<file path="src/rtl/wdg_pkg.sv">
package wdg_pkg;

  typedef struct packed {
    logic [3:0] tsel;
    logic       isel;
    logic       kick;
    logic       en;
    logic       arm;
  } wdg_ctrl_t;

  localparam int unsigned WDG_TSEL_W = 4;

  // Mask of period-1 for a timeout code, saturated at max_code.
  function automatic logic [31:0] wdg_limit(input logic [3:0] code,
                                            input int unsigned max_code,
                                            input int unsigned cnt_w);
    int unsigned c;
    logic [31:0] full;
    c = (code > max_code) ? max_code : code;
    full = (32'd1 << cnt_w) - 32'd1;
    return full >> (max_code - c);
  endfunction

endpackage

</file>
<file path="src/rtl/wdg_regif.sv">
module wdg_regif
  import wdg_pkg::*;
#(
  parameter int unsigned ADDR_W    = 4,
  parameter int unsigned CTRL_ADDR = 0,
  parameter logic [3:0]  TSEL_RST  = 4'hF
) (
  input  logic              clk,
  input  logic              rst,
  input  logic              bus_wr,
  input  logic              bus_rd,
  input  logic [ADDR_W-1:0] bus_addr,
  input  logic [7:0]        bus_wdata,
  input  logic              lock_n,
  output logic [7:0]        rdata_o,
  output logic              en_o,
  output logic              isel_o,
  output logic [3:0]        tsel_o,
  output logic              kick_o
);

  localparam logic [ADDR_W-1:0] CTRL_A = ADDR_W'(CTRL_ADDR);

  wdg_ctrl_t wd;
  logic      hit, commit, armed_q, en_q, isel_q;
  logic [3:0] tsel_q;
  logic [7:0] rdata_q;

  assign wd     = wdg_ctrl_t'(bus_wdata);
  assign hit    = bus_wr && (bus_addr == CTRL_A);
  assign commit = hit && armed_q;
  assign kick_o = commit && wd.kick;

  always_ff @(posedge clk) begin
    if (rst) begin
      armed_q <= 1'b0;
      en_q    <= 1'b1;
      isel_q  <= 1'b0;
      tsel_q  <= TSEL_RST;
      rdata_q <= 8'h00;
    end else begin
      if (commit) begin
        armed_q <= 1'b0;
        tsel_q  <= wd.tsel;
        en_q    <= wd.en;
        isel_q  <= wd.isel;
      end else if (hit) begin
        armed_q <= wd.arm;
      end else if (bus_wr || bus_rd) begin
        armed_q <= 1'b0;
      end
      if (!lock_n) begin
        en_q   <= 1'b1;
        isel_q <= 1'b0;
      end
      if (bus_rd) begin
        rdata_q <= (bus_addr == CTRL_A) ?
                   {tsel_q, isel_q, 1'b0, en_q, armed_q} : 8'h00;
      end
    end
  end

  assign rdata_o = rdata_q;
  assign en_o    = en_q;
  assign isel_o  = isel_q;
  assign tsel_o  = tsel_q;

  AST_NO_CFG_UNARMED: assert property (@(posedge clk) disable iff (rst)
    (hit && !armed_q) |=> ($stable(tsel_q) && $stable(isel_q)));
  AST_ARM_CANCEL: assert property (@(posedge clk) disable iff (rst)
    (bus_rd || (bus_wr && !hit)) |=> !armed_q);
  AST_LOCK_PINS: assert property (@(posedge clk) disable iff (rst)
    $past(!lock_n) |-> (en_q && !isel_q));

endmodule

</file>
<file path="src/rtl/wdg_counter.sv">
module wdg_counter
  import wdg_pkg::*;
#(
  parameter int unsigned BASE_LOG2 = 4,
  parameter int unsigned MAX_CODE  = 9
) (
  input  logic       clk,
  input  logic       rst,
  input  logic       en_i,
  input  logic [3:0] tsel_i,
  input  logic       tick_i,
  input  logic       kick_i,
  output logic       expire_o
);

  localparam int unsigned CNT_W = BASE_LOG2 + MAX_CODE;

  logic [CNT_W-1:0] cnt_q;
  logic [CNT_W-1:0] lim;
  logic             at_end;

  assign lim      = CNT_W'(wdg_limit(tsel_i, MAX_CODE, CNT_W));
  assign at_end   = (cnt_q >= lim);
  assign expire_o = en_i && tick_i && !kick_i && at_end;

  always_ff @(posedge clk) begin
    if (rst || kick_i || !en_i) begin
      cnt_q <= '0;
    end else if (tick_i) begin
      cnt_q <= at_end ? '0 : cnt_q + 1'b1;
    end
  end

  AST_KICK_CLEARS: assert property (@(posedge clk) disable iff (rst)
    $past(kick_i) |-> (cnt_q == '0));
  AST_RESTART: assert property (@(posedge clk) disable iff (rst)
    expire_o |=> (cnt_q == '0));

endmodule

</file>
<file path="src/rtl/wdg_event.sv">
module wdg_event (
  input  logic clk,
  input  logic rst,
  input  logic expire_i,
  input  logic isel_i,
  input  logic ack_i,
  output logic rst_pulse_o,
  output logic irq_o
);

  logic pulse_q, irq_q;

  always_ff @(posedge clk) begin
    if (rst) begin
      pulse_q <= 1'b0;
      irq_q   <= 1'b0;
    end else begin
      pulse_q <= expire_i && !isel_i;
      if (expire_i && isel_i) irq_q <= 1'b1;
      else if (ack_i)         irq_q <= 1'b0;
    end
  end

  assign rst_pulse_o = pulse_q;
  assign irq_o       = irq_q;

  AST_RST_ONE_CYCLE: assert property (@(posedge clk) disable iff (rst)
    pulse_q |=> !pulse_q);
  AST_IRQ_HOLD: assert property (@(posedge clk) disable iff (rst)
    (irq_q && !ack_i) |=> irq_q);
  AST_NO_RST_IN_IRQ: assert property (@(posedge clk) disable iff (rst)
    (expire_i && isel_i) |=> !pulse_q);

endmodule

</file>
<file path="src/rtl/wdg_guard.sv">
module wdg_guard
  import wdg_pkg::*;
#(
  parameter int unsigned ADDR_W    = 4,
  parameter int unsigned CTRL_ADDR = 0,
  parameter int unsigned BASE_LOG2 = 4,
  parameter int unsigned MAX_CODE  = 9
) (
  input  logic              clk,
  input  logic              rst,
  input  logic              bus_wr,
  input  logic              bus_rd,
  input  logic [ADDR_W-1:0] bus_addr,
  input  logic [7:0]        bus_wdata,
  output logic [7:0]        bus_rdata,
  input  logic              tick_in,
  input  logic              lock_n,
  input  logic              irq_ack,
  output logic              sys_rst_pulse,
  output logic              irq_req
);

  localparam logic [3:0] TSEL_RST = 4'hF;

  logic       en, isel, kick, expire;
  logic [3:0] tsel;

  wdg_regif #(
    .ADDR_W(ADDR_W), .CTRL_ADDR(CTRL_ADDR), .TSEL_RST(TSEL_RST)
  ) regif_i (
    .clk(clk), .rst(rst), .bus_wr(bus_wr), .bus_rd(bus_rd),
    .bus_addr(bus_addr), .bus_wdata(bus_wdata), .lock_n(lock_n),
    .rdata_o(bus_rdata), .en_o(en), .isel_o(isel), .tsel_o(tsel),
    .kick_o(kick)
  );

  wdg_counter #(
    .BASE_LOG2(BASE_LOG2), .MAX_CODE(MAX_CODE)
  ) cnt_i (
    .clk(clk), .rst(rst), .en_i(en), .tsel_i(tsel), .tick_i(tick_in),
    .kick_i(kick), .expire_o(expire)
  );

  wdg_event evt_i (
    .clk(clk), .rst(rst), .expire_i(expire), .isel_i(isel),
    .ack_i(irq_ack), .rst_pulse_o(sys_rst_pulse), .irq_o(irq_req)
  );

  AST_DISABLED_QUIET: assert property (@(posedge clk) disable iff (rst)
    !en |=> !sys_rst_pulse && $stable(irq_req) || irq_ack);

endmodule

</file>
<file path="config.mk">
export PLATFORM = sky130hd
export DESIGN_NAME = wdg_guard
export DESIGN_NICKNAME = d
export VERILOG_FILES = /design/src/rtl/wdg_pkg.sv /design/src/rtl/wdg_regif.sv /design/src/rtl/wdg_counter.sv /design/src/rtl/wdg_event.sv /design/src/rtl/wdg_guard.sv
export SDC_FILE = /design/constraint.sdc
export NUM_CORES = 1
export LEC_CHECK = 0
export ABC_AREA = 1
export BUFFER_PORTS_ARGS = -buffer_cell sky130_fd_sc_hd__clkbuf_2
export CAP_MARGIN = 40
export CORE_AREA = 2 2 61 63
export DETAILED_ROUTE_END_ITERATION = 8
export DIE_AREA = 0 0 63 65
export GPL_ROUTABILITY_DRIVEN = 0
export PLACE_DENSITY = 0.79
export SYNTH_ARGS = -nofsm -noshare
export SYNTH_HDL_FRONTEND = slang
export SYNTH_SLANG_ARGS = --single-unit
</file>
<file path="constraint.sdc">
create_clock -name clk -period 2.95 [get_ports clk]
set_input_delay 0.295 -clock clk [delete_from_list [all_inputs] [get_ports clk]]
set_output_delay 0.295 -clock clk [all_outputs]
set_load 0.05 [all_outputs]
</file>
==> run metrics, run 1 <==
CTS H-tree depth=2; status=completed; Comb pwr share=0.104; met3 WL=163 microns; initial core utilization=0.5125; min-delay worst type=input pin to register; Post-Syn Nets=280; reg-to-reg slack, setup=~0.27 ns; sw frac=0.2656; Total GRT Usage=0.1877; Peak VDD IR=0.2749 mV; cts bufs inserted=5; final setup fails=0; fillers=around 350; Yosys warning total=0; initial antenna violation count=0; WL met2=between 1500 and 2000 microns; worst skew pair latency=approximately 0.33 ns; die width=roughly 63 microns; register area share after synthesis=0.3240; Worst Setup SP=regif_i.tsel_o[3]; largest net degree at the start of global routing=16; Die Y=about 65 microns; FF-to-FF path depth=20; TritonCTS clock tree=done; Post-Syn Area per Cell=7.313 sq um; total of max-cap violations=0; number of routed nets with antenna violations=0; area share of the leading cell type in the synthesized netlist=0.3240; period utilization=0.9085; first-pass GRT wire length=between 5000 and 6000 microns; Crit Reg-Reg Endpoint=cnt_i.cnt_q[9]; synthesized area=about 1800 sq um; WP data arrival=between 2 and 3 ns; DP Wirelength=about 2700 microns; RSZ-0062 raised after global routing=yes; NetSw=~0.19 mW; fmax=0.3731 GHz; Internal Pwr Total=about 0.54 mW; vias post-DR=~1.6k; crit path max fanout=10; synthesized netlist cell count=between 200 and 250; IO Pins=29; Port Buffer Count=27; fraction of layout cells with a size suffix above 1=0.2234; clk sink count=29; CTS max path bufs=2; leakage=roughly 1.1 nW; Setup Buffers After CTS=0; Crit. End Element=register; crit path time final=between 2 and 3 ns; synth unique cells=31; Clock power frac=0.341; first-pass detailed-route iteration total=4; grt ovf=0; routed wire length per instance=~11 microns; CP required=3.22 ns; drt total wl=3442 microns; Placed Area=around 1900 sq um; Setup crit end=cnt_i.cnt_q[9]; vias in the first global route=~1.4k; Top Metal Used=met4; Pins Over Slew Limit=0; final setup margin=between 0.2 and 0.3 ns; ranking of synthesized cells by area=dfxtp_1 32%, nand2_1 11%, ha_1 11%; cell area after layout=just over 2000 sq um; Hold Buf Count CTS=0; Fin. Hold Viols=0; layout net count=308; initial DRC count=55; Via density=4.903; P&R area growth vs syn=13.76%; root buffer cell=clkbuf_4; Die ar.=approximately 4000 sq um; Critical Setup Path Class=register to register; diodes inserted=0; Seq cells post-synth=29; R2R Path Start=regif_i.tsel_o[3]; clock skew=~0.01 ns; clock slew seen by the registers of the worst setup and hold paths=around 0.09 ns; Placeable Area=3496 sq um; row count=22; Post-route DRC=0; pwr dens=~360 nW/um^2; area leader, netlist=dfxtp_1; startpoint types=register; Post-Place Setup Slack=roughly 0.065 ns; Seq pwr share=0.555; DRT met1 WL=~1600 microns
## worst min-delay path by stage
stage                            start                 to  slack (ns)  cells after the start
after global placement     evt_i.irq_o        evt_i.irq_o        0.46                      2
after CTS                 bus_wdata[1]       regif_i.en_o        0.15                      3
after floorplan                    rst  regif_i.tsel_o[0]        0.39                      2
final                     bus_wdata[1]       regif_i.en_o        0.17                      3
after detailed placement   evt_i.irq_o        evt_i.irq_o        0.46                      2
after global routing               rst  regif_i.tsel_o[0]        0.18                      3
## sequential cells by signal (all words and copies together) (netlist names)
| signal | flops |
|---|---|
| cnt_i.cnt_q | 13 |
| regif_i.tsel_o | 4 |
| regif_i.rdata_o | 7 |
| regif_i.isel_o | 1 |
| regif_i.armed_q | 1 |
| evt_i.rst_pulse_o | 1 |
| evt_i.irq_o | 1 |
| regif_i.en_o | 1 |
## cell families after synthesis
logic type | after synthesis | synth area share
XOR/XNOR | 10 | 0.04889
other | 1 | 0.002093
adder cells (fa/ha/maj) | 16 | 0.1117
buffers and inverters | 39 | 0.09776
AND/OR/NAND/NOR | 112 | 0.2996
flip-flops | 29 | 0.3240
AO/OA/AOI/OAI | 37 | 0.1103
multiplexers | 1 | 0.005587
## through the flow
stage | instances | utilization | total power [mW] | hold WS [ns] | TNS, ns
6_report | 321 | 0.5830 | 0.7287 | 0.1684 | 0
4_1_cts | 320 | 0.5684 | 0.7345 | 0.1548 | 0
5_1_grt | 321 | 0.5830 | 0.7620 | 0.1849 | -0.00007594
3_3_place_gp | 313 | 0.5526 | 0.4861 | 0.4613 | 0
2_1_floorplan | 245 | - | 0.4690 | 0.3947 | 0
3_5_place_dp | 313 | 0.5526 | 0.4875 | 0.4643 | 0
## worst max-delay path: stages (launching register included)
cell and delay [ns]:
dfxtp_4 0.40, o21ai_0 0.12, nand2_1 0.09, ha_1 0.13
inv_1 0.06, ha_4 0.30, inv_1 0.07, nor2_1 0.14
nand2_1 0.11, o21ai_0 0.09, inv_1 0.06, ha_1 0.28
nand2_1 0.08, nor2_1 0.05, nand2_1 0.08, nor2_1 0.04
nor2_1 0.10, nand3_2 0.11, nand2_4 0.13, nand2_4 0.10
nor2_2 0.09
## layer usage
layer  global-route usage  vias up
met1               0.2368      707
met5                    0        -
met3              0.04688        7
met4              0.08333        0
li1                     -      835
met2               0.3032       25
## cells in the final DEF (no fill, tap or decap), types with 8 or more instances in the layout
cell / netlist / layout
a21oi_1: 15 / 15
clkbuf_2: 0 / 27
dfxtp_1: 29 / 26
ha_1: 16 / 15
inv_1: 31 / 31
nand2_1: 54 / 54
nand3_1: 11 / 11
nor2_1: 24 / 23
nor2_2: 12 / 12
o21ai_0: 16 / 16
xor2_1: 8 / 8
## cells in the mapped netlist
library cell and instances:
nand3_2 2, nand2_1 54, clkbuf_1 3, buf_6 1, o31ai_1 2, o21bai_2 1, nand3b_1 1, nor3_4 2
nand4_1 2, a21oi_1 15, nand2_2 1, nand3_1 11, o22ai_1 1, xor2_1 8, buf_4 1, mux2i_1 1
buf_12 1, xnor2_1 2, inv_2 1, nand3_4 1, nor2_2 12, nand2_4 1, or2_2 1, inv_1 31
o21ai_0 16, nor2_1 24, o21ai_1 2, conb_1 1, ha_1 16, dfxtp_1 29, buf_2 1
## area by class of cell
class	count	area [sq um]	area share
clock buffer	7	55.05	0.02701
inverter	32	120.1	0.05893
multi-input combinational	178	1081	0.5304
sequential	29	586.8	0.2879
tap	48	60.06	0.02947
timing repair buffer	27	135.1	0.06630
## power by group through the flow
| stage | Clock (mW) | Sequential [mW] | Combinational [mW] |
|---|---|---|---|
| after floorplan | 0 | 0.431 | 0.0384 |
| after CTS | 0.255 | 0.405 | 0.0740 |
| after global placement | 0 | 0.414 | 0.0720 |
| after global routing | 0.273 | 0.405 | 0.0842 |
| after detailed placement | 0 | 0.414 | 0.0731 |
| final | 0.249 | 0.404 | 0.0759 |
## repair_timing
| action | 4_1_cts | 5_1_grt |
|---|---|---|
| resized for setup | 0 | 10 |
| endpoints found under the setup margin | 0 | 15 |
| hold endpoints to repair | 0 | 0 |
No activity file was read; power rests on OpenSTA's default activity.
==> inputs of run 2 (changes only) <==
ABC_AREA = default   (was 1)
CORE_AREA = 2 2 60 62   (was 2 2 61 63)
DIE_AREA = 0 0 62 64   (was 0 0 63 65)
clock period = 3.1 ns   (was 2.95 ns; I/O delays follow)
==> run 2 against run 1 <==
Compared with the run above: sequential power down 5.9%; setup slack worse by 0.0084 ns; largest cell class unchanged; total power up 2.9%; highest routed layer unchanged; critical path type unchanged.
==> run metrics, run 2 <==
DP Wirelength=2663 microns (was 2662 microns); area leader, netlist=dfxtp_1 (unchanged); Top cell by count, worst path=ha_1; R2R Path Start=regif_i.tsel_o[3] (unchanged); crit path time final=2.838 ns (was 2.680 ns); CTS H-tree depth=2 (unchanged); vias post-DR=1540 (was 1574); Critical Setup Path Class=register to register (unchanged); Die Y=64 microns (was 65 microns); cts bufs inserted=5 (unchanged); Crit. End Element=register (unchanged); Post-synth EDFFs=0 (unchanged); fmax=0.3523 GHz (was 0.3731 GHz); startpoint types=register (unchanged); grt ovf=0 (unchanged); Post-Syn Nets=244 (was 280); largest net degree at the start of global routing=17 (was 16); Pins Over Slew Limit=0 (unchanged); most frequent cells in the layout=28 x dfxtp_1, 27 x clkbuf_2, 19 x nor2_1 (was 54 x nand2_1, 31 x inv_1, 27 x clkbuf_2); Internal Pwr Total=0.5861 mW (was 0.5352 mW); die width=62 microns (was 63 microns); ranking of synthesized cells by area=dfxtp_1 33%, ha_1 11%, a21oi_1 4.3% (was dfxtp_1 32%, nand2_1 11%, ha_1 11%); FFs w/ async S/R, synth=0 (unchanged); worst skew pair latency=0.33 ns (about the same); Hold Buf Count CTS=0 (unchanged); pwr dens=370.5 nW/um^2 (was 357.5 nW/um^2); Seq pwr share=0.507 (was 0.555); crit-path cells=nand2b_1, ha_1, inv_1, ha_1, inv_1, nor3_2, o21ai_0, ha_1, a211oi_2, nor2_1, nor3_2, o211ai_2, buf_4, nor3_1 (was o21ai_0, nand2_1, ha_1, inv_1, ha_4, inv_1, nor2_1, nand2_1, o21ai_0, inv_1, ha_1, nand2_1, nor2_1, nand2_1, nor2_1, nor2_1, nand3_2, nand2_4, nand2_4, nor2_2); initial core utilization=0.5307 (was 0.5125); Yosys warning total=0 (unchanged); vias in the first global route=1446 (was 1423); sw frac=0.2180 (was 0.2656); WP data arrival=3.09 ns (was 2.95 ns); clock skew=0.01212 ns (was 0.009869 ns); CP max stage delay=0.38 ns (was 0.40 ns); worst hold stages=2 (was 3); dominant cell by count in the synthesized netlist=dfxtp_1 (was nand2_1); period utilization=0.9156 (was 0.9085); Comb pwr share=0.062 (was 0.104); Placeable Area=3284 sq um (was 3496 sq um); Die ar.=3968 sq um (was 4095 sq um); Seq cells post-synth=29 (unchanged); number of routed nets with antenna violations=0 (unchanged); drt total wl=3639 microns (was 3442 microns); CP max-delay cell=dfxtp_2 (was dfxtp_4); Post-synth top cells=29 x dfxtp_1, 19 x nor2_1, 18 x nand2_1 (was 54 x nand2_1, 31 x inv_1, 29 x dfxtp_1); Port Buffer Count=27 (unchanged); Worst Setup SP=regif_i.tsel_o[3] (unchanged); FF-to-FF path depth=14 (was 20); min-delay worst type=input pin to register (unchanged); root buffer cell=clkbuf_4 (unchanged); first-pass GRT wire length=6210 microns (was 5996 microns); TritonCTS clock tree=done (unchanged); synthesized netlist cell count=209 (was 245); layout net count=273 (was 308); Synth Flop Type=dfxtp_1 (unchanged); register area share after synthesis=0.3331 (was 0.3240); CP Depth=14 (was 20); area share of the leading cell type in the synthesized netlist=0.3331 (was 0.3240); Via density=5.404 (was 4.903); initial DRC count=35 (was 55); delay-heaviest family, CP=simple AND/OR/NAND/NOR gates (unchanged); Worst Min Path Start=lock_n (was bus_wdata[1]); Biggest register=cnt_i.cnt_q (unchanged); P&R area growth vs syn=16.08% (was 13.76%); Fin. Hold Viols=0 (unchanged); Peak VDD IR=0.2817 mV (was 0.2749 mV); NetSw=0.1634 mW (was 0.1935 mW); total of max-cap violations=0 (unchanged); Total GRT Usage=0.2037 (was 0.1877); CP required=3.35 ns (was 3.22 ns); diodes inserted=0 (unchanged); Post-Syn Area per Cell=8.339 sq um (was 7.313 sq um); routed wire length per instance=12.77 microns (was 10.72 microns); TNS Setup=0 ns (unchanged); initial antenna violation count=0 (unchanged); cell area after layout=2023 sq um (was 2038 sq um); final setup fails=0 (unchanged); RSZ-0062 raised after global routing=no (was yes); Clock power frac=0.431 (was 0.341); clk sink count=29 (unchanged); row count=21 (was 22); synthesized area=1743 sq um (was 1792 sq um); clock slew seen by the registers of the worst setup and hold paths=0.09 ns (about the same); fraction of layout cells with a size suffix above 1=0.2050 (was 0.2234); CTS max path bufs=2 (unchanged); Largest register FFs=13 (unchanged); crit path max fanout=12 (was 10); status=completed (unchanged); IO Pins=29 (unchanged); Placed Area=1908 sq um (was 1932 sq um); leakage=0.9007 nW (was 1.054 nW); Post-route DRC=0 (unchanged); synth unique cells=39 (was 31); first-pass detailed-route iteration total=4 (unchanged); commonest non-fill, non-tap cell in the layout=dfxtp_1 (was nand2_1); CP bufs+invs=3 (unchanged)
[run 2: cell count changes after synthesis, moves of 4 or more]
cell / before / now
a211o_1: 0 / 4
nand4_1: 2 / 7
nor3_1: 0 / 15
nand2_1: 54 / 18
nand2b_1: 0 / 6
nor2b_1: 0 / 10
nand3_1: 11 / 6
o21ai_0: 16 / 8
nor2_2: 12 / 0
inv_1: 31 / 8
nor2_1: 24 / 19
[run 2: power by group through the flow]
stage / combinational [mW] / sequential, mW / clock [mW]
5_1_grt: 0.0523 / 0.381 / 0.350
6_report: 0.0464 / 0.380 / 0.323
2_1_floorplan: 0.0246 / 0.391 / 0
4_1_cts: 0.0468 / 0.380 / 0.331
3_3_place_gp: 0.0458 / 0.389 / 0
3_5_place_dp: 0.0465 / 0.388 / 0
[run 2: metal layers]
metal | part of all wire | wire, microns | track usage | vias up
met5 | 0 | 0 | 0 | -
met4 | 0.022 | 80 | 0.07979 | 0
met3 | 0.038 | 140 | 0.04251 | 8
met2 | 0.47 | 1698 | 0.3060 | 29
met1 | 0.47 | 1719 | 0.2794 | 700
li1 | - | - | - | 803
[run 2: final cells by class]
type	count	area, sq um
fill	299	1261
multi-input combinational	163	1104
sequential	29	581.8
timing repair buffer	31	165.2
tap	46	57.56
clock buffer	7	55.05
clock inverter	1	30.03
inverter	8	30.03
[run 2: logic make-up after synthesis]
family                   share of synthesized area
AND/OR/NAND/NOR                             0.2893
AO/OA/AOI/OAI                               0.1421
flip-flops                                  0.3331
buffers and inverters                      0.04594
adder cells (fa/ha/maj)                     0.1149
XOR/XNOR                                   0.05528
multiplexers                               0.01723
other                                     0.002152
[run 2: worst paths after layout]
kind | to | slack (ns)
worst max-delay path | cnt_i.cnt_q[8] | 0.26
worst min-delay path | regif_i.en_o | 0.16
worst max register to register | cnt_i.cnt_q[8] | 0.26
worst min register to register | evt_i.rst_pulse_o | 0.48
[run 2: repair_timing]
item / in CTS / in global routing
setup buffers: 0 / 1
gates resized for setup: 0 / 5
setup endpoints to repair: 0 / 15
[run 2: stage by stage]
stage / power [mW] / util / hold WS [ns] / std cells / worst slack, ns
after floorplan: 0.4153 / - / 0.3939 / 209 / 0.06964
after global placement: 0.4344 / 0.5810 / 0.4860 / 276 / 0.2030
after detailed placement: 0.4350 / 0.5810 / 0.4826 / 276 / 0.07134
after CTS: 0.7579 / 0.6069 / 0.1478 / 284 / 0.04918
after global routing: 0.7827 / 0.6160 / 0.1404 / 285 / 0.0003662
final: 0.7496 / 0.6160 / 0.1556 / 285 / 0.2615
